## config.mk

```make
export PLATFORM = sky130hd
export DESIGN_NAME = blit2d
export DESIGN_NICKNAME = d
export VERILOG_FILES = /design/src/rtl/blit2d_pkg.sv /design/src/rtl/blit2d_dp.sv /design/src/rtl/blit2d_ctl.sv /design/src/rtl/blit2d.sv
export SDC_FILE = /design/constraint.sdc
export NUM_CORES = 2
export LEC_CHECK = 0
export BUFFER_PORTS_ARGS = -buffer_cell sky130_fd_sc_hd__buf_2
export CORE_AREA = 2 2 242 244
export DETAILED_ROUTE_END_ITERATION = 12
export DIE_AREA = 0 0 244 246
export GPL_ROUTABILITY_DRIVEN = 0
export PLACE_DENSITY = 0.85
export SYNTH_ARGS = -nofsm -noshare
export SYNTH_HDL_FRONTEND = slang
export SYNTH_HIERARCHICAL = 1
export SYNTH_SLANG_ARGS = --single-unit
```

## constraint.sdc

```tcl
create_clock -name clk -period 17.6 [get_ports clk]
set_input_delay 3.52 -clock clk [delete_from_list [all_inputs] [get_ports clk]]
set_output_delay 3.52 -clock clk [all_outputs]
set_load 0.01 [all_outputs]
```

## src/rtl/blit2d_pkg.sv

```systemverilog
package blit2d_pkg;
  localparam int WORD_W  = 32;
  localparam int COORD_W = WORD_W / 2;
  localparam int REG_AW  = 4;

  typedef logic [REG_AW-1:0] regAddr_t;

  localparam regAddr_t A_CTRL   = 4'd0;
  localparam regAddr_t A_COLOR  = 4'd1;
  localparam regAddr_t A_MASK   = 4'd2;
  localparam regAddr_t A_SRC    = 4'd3;
  localparam regAddr_t A_DST    = 4'd4;
  localparam regAddr_t A_SCREEN = 4'd5;
  localparam regAddr_t A_PITCH  = 4'd6;
  localparam regAddr_t A_BASE   = 4'd7;
  localparam regAddr_t A_SIZE   = 4'd8;

  // strobes from control to datapath
  typedef struct packed {
    logic load;
    logic capture;
    logic step;
    logic selDst;
  } ctlStrobes_t;

  typedef enum logic [1:0] {
    ST_IDLE,
    ST_READ,
    ST_RWAIT,
    ST_WRITE
  } walkState_t;
endpackage

```

## src/rtl/blit2d_dp.sv

```systemverilog
module blit2d_dp
  import blit2d_pkg::*;
#(
  parameter int MEM_AW = 20
) (
  input  logic              clk,
  input  logic              rstN,
  input  logic              regWrEn,
  input  regAddr_t          regAddr,
  input  logic [WORD_W-1:0] regWrData,
  input  logic              busy,
  input  ctlStrobes_t       strb,
  input  logic [WORD_W-1:0] memRdata,
  output logic              isCopy,
  output logic              goReq,
  output logic              lastPix,
  output logic [MEM_AW-1:0] memAddr,
  output logic [WORD_W-1:0] memWdata,
  output logic [WORD_W-1:0] memWmask
);
  localparam int PROD_W = 2 * COORD_W;

  logic                opCopy, xInc, yInc;
  logic [WORD_W-1:0]   brushColor, wrMask, pixReg;
  logic [COORD_W-1:0]  srcX, srcY, dstX, dstY, xRes, yRes, pitch;
  logic [MEM_AW-1:0]   fbBase;
  logic [COORD_W-1:0]  wReg, hReg, colCnt, rowCnt;
  logic [COORD_W-1:0]  wRaw, hRaw, wClip, hClip;
  logic                sizeWr, dropReq, regOpen;

  assign regOpen = regWrEn && !busy;
  assign sizeWr  = regOpen && (regAddr == A_SIZE);

  // register file, frozen while busy
  always_ff @(posedge clk or negedge rstN) begin
    if (!rstN) begin
      opCopy     <= 1'b0;
      xInc       <= 1'b1;
      yInc       <= 1'b1;
      brushColor <= '0;
      wrMask     <= '1;
      srcX       <= '0;
      srcY       <= '0;
      dstX       <= '0;
      dstY       <= '0;
      xRes       <= '0;
      yRes       <= '0;
      pitch      <= '0;
      fbBase     <= '0;
    end else if (regOpen) begin
      case (regAddr)
        A_CTRL:   {yInc, xInc, opCopy} <= regWrData[2:0];
        A_COLOR:  brushColor <= regWrData;
        A_MASK:   wrMask <= regWrData;
        A_SRC:    {srcY, srcX} <= regWrData;
        A_DST:    {dstY, dstX} <= regWrData;
        A_SCREEN: {yRes, xRes} <= regWrData;
        A_PITCH:  pitch <= regWrData[COORD_W-1:0];
        A_BASE:   fbBase <= regWrData[MEM_AW-1:0];
        default:  ;
      endcase
    end
  end

  // size decode, discard and trim
  always_comb begin
    wRaw = opCopy ? regWrData[COORD_W-1:0] : regWrData[WORD_W-1:COORD_W];
    hRaw = opCopy ? regWrData[WORD_W-1:COORD_W] : regWrData[COORD_W-1:0];
    dropReq = (wRaw == '0) || (hRaw == '0) || (dstX >= xRes) || (dstY >= yRes) ||
              (opCopy && ((srcX >= xRes) || (srcY >= yRes)));
    wClip = wRaw;
    hClip = hRaw;
    if (({1'b0, dstX} + {1'b0, wClip}) > {1'b0, xRes}) wClip = xRes - dstX;
    if (({1'b0, dstY} + {1'b0, hClip}) > {1'b0, yRes}) hClip = yRes - dstY;
    if (opCopy) begin
      if (({1'b0, srcX} + {1'b0, wClip}) > {1'b0, xRes}) wClip = xRes - srcX;
      if (({1'b0, srcY} + {1'b0, hClip}) > {1'b0, yRes}) hClip = yRes - srcY;
    end
  end

  assign goReq  = sizeWr && !dropReq;
  assign isCopy = opCopy;

  // walk counters: column fastest, then row
  always_ff @(posedge clk or negedge rstN) begin
    if (!rstN) begin
      wReg   <= '0;
      hReg   <= '0;
      colCnt <= '0;
      rowCnt <= '0;
    end else if (strb.load) begin
      wReg   <= wClip;
      hReg   <= hClip;
      colCnt <= '0;
      rowCnt <= '0;
    end else if (strb.step) begin
      if (colCnt == wReg - 1'b1) begin
        colCnt <= '0;
        rowCnt <= rowCnt + 1'b1;
      end else begin
        colCnt <= colCnt + 1'b1;
      end
    end
  end

  always_ff @(posedge clk or negedge rstN) begin
    if (!rstN)             pixReg <= '0;
    else if (strb.capture) pixReg <= memRdata;
  end

  assign lastPix = (colCnt == wReg - 1'b1) && (rowCnt == hReg - 1'b1);

  function automatic logic [MEM_AW-1:0] pixAddr(input logic [COORD_W-1:0] px,
                                                input logic [COORD_W-1:0] py);
    logic [PROD_W-1:0] prod;
    prod = PROD_W'(py) * PROD_W'(pitch);
    return fbBase + MEM_AW'(prod) + MEM_AW'(px);
  endfunction

  logic [COORD_W-1:0] curSx, curSy, curDx, curDy;
  always_comb begin
    curSx = xInc ? srcX + colCnt : srcX - colCnt;
    curDx = xInc ? dstX + colCnt : dstX - colCnt;
    curSy = yInc ? srcY + rowCnt : srcY - rowCnt;
    curDy = yInc ? dstY + rowCnt : dstY - rowCnt;
  end

  assign memAddr  = strb.selDst ? pixAddr(curDx, curDy) : pixAddr(curSx, curSy);
  assign memWdata = opCopy ? pixReg : brushColor;
  assign memWmask = wrMask;
endmodule

```

## src/rtl/blit2d_ctl.sv

```systemverilog
module blit2d_ctl
  import blit2d_pkg::*;
(
  input  logic        clk,
  input  logic        rstN,
  input  logic        goReq,
  input  logic        isCopy,
  input  logic        lastPix,
  input  logic        memGnt,
  input  logic        memRvalid,
  output ctlStrobes_t strb,
  output logic        busy,
  output logic        memReq,
  output logic        memWe
);
  walkState_t state, nxt;

  always_ff @(posedge clk or negedge rstN) begin
    if (!rstN) state <= ST_IDLE;
    else       state <= nxt;
  end

  always_comb begin
    nxt    = state;
    strb   = '0;
    memReq = 1'b0;
    memWe  = 1'b0;
    case (state)
      ST_IDLE: begin
        if (goReq) begin
          strb.load = 1'b1;
          nxt = isCopy ? ST_READ : ST_WRITE;
        end
      end
      ST_READ: begin
        memReq = 1'b1;
        if (memGnt) nxt = ST_RWAIT;
      end
      ST_RWAIT: begin
        if (memRvalid) begin
          strb.capture = 1'b1;
          nxt = ST_WRITE;
        end
      end
      ST_WRITE: begin
        memReq      = 1'b1;
        memWe       = 1'b1;
        strb.selDst = 1'b1;
        if (memGnt) begin
          strb.step = 1'b1;
          if (lastPix)     nxt = ST_IDLE;
          else if (isCopy) nxt = ST_READ;
          else             nxt = ST_WRITE;
        end
      end
      default: nxt = ST_IDLE;
    endcase
  end

  assign busy = (state != ST_IDLE);
endmodule

```

## src/rtl/blit2d.sv

```systemverilog
module blit2d
  import blit2d_pkg::*;
#(
  parameter int MEM_AW = 20
) (
  input  logic              clk,
  input  logic              rstN,
  input  logic              regWrEn,
  input  logic [3:0]        regAddr,
  input  logic [31:0]       regWrData,
  output logic              busy,
  output logic              memReq,
  output logic              memWe,
  output logic [MEM_AW-1:0] memAddr,
  output logic [31:0]       memWdata,
  output logic [31:0]       memWmask,
  input  logic              memGnt,
  input  logic              memRvalid,
  input  logic [31:0]       memRdata
);
  ctlStrobes_t strb;
  logic        isCopy, goReq, lastPix;

  blit2d_dp #(.MEM_AW(MEM_AW)) dp_i (
    .clk(clk), .rstN(rstN),
    .regWrEn(regWrEn), .regAddr(regAddr), .regWrData(regWrData),
    .busy(busy), .strb(strb), .memRdata(memRdata),
    .isCopy(isCopy), .goReq(goReq), .lastPix(lastPix),
    .memAddr(memAddr), .memWdata(memWdata), .memWmask(memWmask)
  );

  blit2d_ctl ctl_i (
    .clk(clk), .rstN(rstN),
    .goReq(goReq), .isCopy(isCopy), .lastPix(lastPix),
    .memGnt(memGnt), .memRvalid(memRvalid),
    .strb(strb), .busy(busy), .memReq(memReq), .memWe(memWe)
  );
endmodule

```

## Yosys cells after proc, flatten, opt, wreduce, memory -nomap -nowiden

Cells that the tools add are included.

| operators by class | value |
|---|---|
| equality and inequality tests | 17 |
| $add $sub $neg | 24 |
| muxes and demuxes | 35 |
| $lt $le $gt $ge | 8 |
| reductions and logical operators | 30 |
| multiply operators | 2 |

Operators with widths:

| operator | number |
|---|---|
| 2-to-1 mux 16 bit | 18 |
| subtractor 16 bit | 8 |
| adder 16 x 16 -> 17 bit | 4 |
| > comparator 17 x 16 -> 1 bit | 4 |
| adder 16 bit | 4 |
| >= comparator 16 bit | 4 |
| adder 20 x 16 -> 20 bit | 2 |
| adder 20 bit | 2 |
| multiplier 16 x 16 -> 20 bit | 2 |
| adder 16 x 1 -> 16 bit, second input constant | 2 |
| == test 16 bit | 2 |
| logical NOT 16 bit | 2 |
| 2-to-1 mux 32 bit | 1 |
| subtractor 16 x 1 -> 16 bit, second input constant | 2 |
| 2-to-1 mux 20 bit | 1 |
| AND reduction 2 bit | 9 |
| == test 4 x 3 -> 1 bit, second input constant | 4 |
| 2-to-1 mux 2 bit | 7 |
| == test 4 x 2 -> 1 bit, second input constant | 2 |
| one-hot mux 2 bit (4 select lines) | 1 |
| 2-to-1 mux 1 bit | 7 |
| inequality test 2 bit, second input constant | 3 |
| nonzero test 2 bit | 3 |
| logical AND 1 bit | 5 |
| 11 further kinds | 17 |

| storage, ports and cells | value |
|---|---|
| word-level logic and storage cells | 135 |
| bits of input ports | 73 |
| register bits after elaboration | 297 |

## Logic depth before layout (Yosys ltp)

| depth | value |
|---|---|
| word-level depth | 12 |
| mapped depth | 55 |
| depth with buffers taken out | 49 |

## Hierarchy

Netlist, hierarchy kept.

Modules (own cells, without submodules):

| module | area an instance (um^2) | cells an instance | times used |
|---|---|---|---|
| blit2d_dp | 36951.7 | 4090 | 1 |
| blit2d_ctl | 151.4 | 18 | 1 |

## Worst setup path after synthesis

Ideal clock, no wire load.

| path | value |
|---|---|
| path kind | in2reg |
| from | input regWrData[0] |
| to | register dp_i.hReg[10] |
| setup slack | 4.524 ns |
| arrival | 12.939 ns |
| cell stages on the path | 50 |
| library setup time | 0.137 ns |
| data required time | 17.463 ns |
| cells stage by stage | clkbuf_2 -> mux2i_1 -> inv_1 -> ha_1 -> inv_1 -> fa_1 -> nor2b_1 -> o21ai_1 -> a21boi_1 -> o21ai_1 -> a21boi_1 -> o21ai_1 -> a21boi_1 -> o21ai_1 -> a2111oi_0 -> o21ai_0 -> nand2_1 -> xor2_1 -> [14 not listed] -> o21bai_1 -> a21oi_1 -> o21ai_1 -> a21oi_1 -> xnor2_1 -> ha_1 -> nor2b_1 -> o21ai_1 -> nand2b_1 -> a21oi_1 -> nor2b_1 -> a2111oi_0 -> o21bai_1 -> a2111o_1 -> nand2_1 -> clkbuf_1 -> mux2i_1 -> a21oi_1 |

| on the way | value |
|---|---|
| longest elaborated chain between the ends | 10 |

RTL lines:

| element | line | source |
|---|---|---|
| start: declaration | blit2d.sv:10 | `input logic [31:0] regWrData,` |
| parallel branches: the longest is 10 deep, another holds adder 16 x 16 -> 17 bit | n/a |  |
| end signal: assignment | blit2d_dp.sv:93 | `hReg <= hClip;` |
| end: declaration | blit2d_dp.sv:27 | `logic [COORD_W-1:0] wReg, hReg, colCnt, rowCnt;` |

Several ways; the timed one is not identified.
A chain may end at the register's enable or synchronous reset.

## Worst setup path in the final report

| path | value |
|---|---|
| from | register dp_i.rowCnt[0] |
| to | output memAddr[19] |

| on the way | value |
|---|---|
| longest elaborated chain between the ends | 6 |

RTL lines:

| element | line | source |
|---|---|---|
| start: declaration | blit2d_dp.sv:27 |  |
| start signal: assignment | blit2d_dp.sv:99 | `rowCnt <= rowCnt + 1'b1;` |
| subtractor 16 bit (tied with other cells) | blit2d_dp.sv:124 | `curSy = yInc ? srcY + rowCnt : srcY - rowCnt;` |
| 2-to-1 mux 16 bit (on tied branches) | blit2d_dp.sv:124, blit2d_dp.sv:125 |  |
| multiplier 16 x 16 -> 20 bit | blit2d_dp.sv:116 | `prod = PROD_W'(py) * PROD_W'(pitch);` |
| adder 20 bit | blit2d_dp.sv:117 | `return fbBase + MEM_AW'(prod) + MEM_AW'(px);` |
| adder 20 x 16 -> 20 bit | blit2d_dp.sv:117 |  |
| 2-to-1 mux 20 bit (*) | blit2d_dp.sv:128 | `assign memAddr = strb.selDst ? pixAddr(curDx, curDy) : pixAddr(curSx, curSy);` |
| end: declaration | blit2d.sv:14 | `output logic [MEM_AW-1:0] memAddr,` |

Mark *: on every way between the ends. The rest lies on a longest branch, timed or not.

==> results.cfg <==
[route]
drt_wl_total_um = 107000
ant_nets = 0
first_pass_iters = 7
via_per_inst = 6.12
drtIter0Drc = 2748
drc_errors = 0
wire_per_inst_um = 21.6
vias = 30400

[synthesis]
synth_top_flop_cell = dfrtp_1
synth_cell_types = 86
synthCells = 4108
yosysWarnings = 6
netlist_area_sq_mm = 0.0371
syn_avg_cell_area_sq_um = 9.03
async_flop_share = 1.00
synth_edf_count = 0
synth_seq_cells = 297
syn_nets = 4901
yosysSeqAreaShare = 0.201

[power_and_ir_drop]
max-vdd-ir-drop_v = 0.000287
power_frac_comb = 0.639
power_frac_seq = 0.190
switching_share = 0.455
p_clk_frac = 0.171
p_per_area_mw_per_mm2 = 105
power_mw = 4.18
p_int_mw = 2.28
switchingPower_mw = 1.90
leakage_nw = 19.6

[placed_design]
dp.cells = 4901
dp_hpwl_um = 83400
io_buffer_count = 159
dpl-instance-area_sq_mm = 0.0385

[die]
dieArea_sq_mm = 0.0600
core_area_sq_mm = 0.0574
rows = 88
io_pins = 160
die_x_um = 244
die_h_um = 246
initial_core_util = 0.647

[sta]
worst_clock_skew_ns = 0.0442
setup_viol = 0
timing.final.hold_violations = 0
rsz0062_at_grt = false
min_period_ns = 14.58
drv_slew = 0
relSlewSlack = 0.201
setup_tns_ns = 0
fin_crit_sh = 0.829
clock.fmax_mhz = 68.6
worstMarginPinSlew_ns = 1.20

[clock_tree]
clkSlewWorstSetupHoldPaths_ns = 0.07
cts_tree = built
cts.sinks = 297
cts_setup_buffers = 0
cts.repair.resized = 0
postCtsHoldBufs = 0
cts_buffers = 31
cts_max_path_buffers = 3
insertion_delay_ns = 0.62
cts-root-buf = clkbuf_16
htree_levels = 1

[worst_setup_path]
crit_family = adder cells
critPathMostFrequentCell = xnor2_1
critical-path-max-stage-delay_ns = 0.58
rrSetupSlack_ns = 5.43
r2r-start = dp_i/isCopy
critPathCaptureType = output pin
cp-startpoint = dp_i/rowCnt[0]
criticalPathCategory = reg -> out
cp_slowest_cell = nor4_1
cp-start-kind = register
cp_max_fo = 8
critPathArrivalTime_ns = 11.06
path_buf_inv = 4
cp.required_ns = 14.08

[finish]
fin_util = 0.691
syn_to_final_growth_pct = 6.88
final_layout_size_suffix_gt1_frac = 0.132
stdcell_area_sq_mm = 0.0397
stdcell_count = 4967
fillers = 4165
nets = 4962

[grt]
grt_max_degree = 170
grt_util_all_layers = 0.361
antenna_found_initial = 8
grt_pass1_wl_um = 169000
overflow = 0
grt_pass1_vias = 31300

[run]
drv_cap = 0

[hold_path]
min_path_type = reg -> reg
holdCritStartpoint = dp_i/pixReg[24]

[outcome]
status = finished, final reports clean
[placed cells by master, fill, tap and decap left out, types with 55 or more instances in the layout]
master | synthesis | final
inv_1 | 656 | 656
nand2_1 | 406 | 406
ha_1 | 378 | 378
fa_1 | 342 | 342
dfrtp_1 | 263 | 262
mux2_2 | 252 | 252
nor2_1 | 208 | 206
a21oi_1 | 200 | 197
xnor2_1 | 193 | 192
buf_2 | 9 | 158
o21ai_0 | 117 | 117
and2_1 | 112 | 112
xor2_1 | 92 | 92
a21o_1 | 55 | 55
[power by group through the flow]
stage | clock, mW | sequential (mW) | combinational [mW]
2_1_floorplan | 0 | 0.768 | 1.93
3_3_place_gp | 0 | 0.798 | 2.52
3_5_place_dp | 0 | 0.802 | 2.66
4_1_cts | 0.718 | 0.790 | 2.66
5_1_grt | 0.746 | 0.798 | 2.99
6_report | 0.713 | 0.793 | 2.67
[kinds of logic (layout without fill, tap and decap cells)]
kind of cell / after synthesis / in the layout / share of synthesized area
AO/OA/AOI/OAI: 632 / 632 / 0.105
AND/OR/NAND/NOR: 1024 / 1024 / 0.130
buffers and inverters: 824 / 910 / 0.0840
XOR/XNOR: 293 / 293 / 0.0720
flip-flops: 297 / 297 / 0.201
other: 0 / 8 / 0
multiplexers: 318 / 318 / 0.0950
adder cells (fa/ha/maj): 720 / 720 / 0.312
[area by class of cell]
| class | count | area, sq um | share of cell area |
|---|---|---|---|
| Antenna cell | 8 | 20.0 | 0.000505 |
| Clock buffer | 40 | 860 | 0.0217 |
| Clock inverter | 18 | 233 | 0.00587 |
| Inverter | 657 | 2470 | 0.0622 |
| Multi-Input combinational cell | 2987 | 26600 | 0.670 |
| Sequential cell | 297 | 7480 | 0.189 |
| Tap cell | 765 | 957 | 0.0241 |
| Timing Repair Buffer | 195 | 1090 | 0.0274 |
[stage by stage]
step / hold slack (ns) / setup WS (ns)
detailed placement: 0.492 / 3.22
global route: 0.518 / 2.25
global placement: 0.484 / 3.66
finish: 0.505 / 3.02
CTS: 0.506 / 3.09
floorplan: 0.475 / 4.52
[layer usage]
metal / track usage / wire (um) / part of all wire
met3: 0.0816 / 12100 / 0.11
met4: 0.215 / 7350 / 0.068
met5: 0 / 15 / 0.00014
met2: 0.591 / 48900 / 0.46
met1: 0.438 / 38800 / 0.36
[cells in the mapped netlist, types with 37 or more instances]
cell type | number | area [sq um]
nand2_1 | 406 | 1520
nand3_1 | 42 | 210
nor3_1 | 44 | 220
mux2_2 | 252 | 2840
nor2b_1 | 54 | 338
clkbuf_1 | 131 | 492
ha_1 | 378 | 4730
nor2_1 | 208 | 781
inv_1 | 656 | 2460
xor2_1 | 92 | 806
o21ai_0 | 117 | 586
dfrtp_1 | 263 | 6580
a21o_1 | 55 | 413
nand4_1 | 37 | 231
mux2i_1 | 54 | 541
xnor2_1 | 193 | 1690
a21oi_1 | 200 | 1000
and2_1 | 112 | 701
o21ai_1 | 44 | 220
o21a_1 | 42 | 315
o21bai_1 | 47 | 353
fa_1 | 342 | 6850
[final timing paths]
kind	to	depth (start not counted)
min in group asynchronous	dp_i/pixReg[26]	1
max in group asynchronous	dp_i/fbBase[15]	2
min reg2reg	dp_i/pixReg[24]	1
min	dp_i/pixReg[24]	1
max reg2reg	dp_i/hReg[5]	49
max	memAddr[19]	41
[state kept, by name, summed over array words and instances (netlist names)]
register	count
dp_i/isCopy	1
dp_i/wReg	16
ctl_i/state	2
dp_i/fbBase	20
dp_i/srcX	16
dp_i/hReg	16
dp_i/rowCnt	16
dp_i/yRes	16
dp_i/yInc	1
dp_i/pitch	16
dp_i/memWmask	32
dp_i/pixReg	32
dp_i/colCnt	16
dp_i/srcY	16
dp_i/dstY	16
dp_i/xRes	16
dp_i/xInc	1
dp_i/brushColor	32
dp_i/dstX	16
No activity file was read; power rests on OpenSTA's default activity.
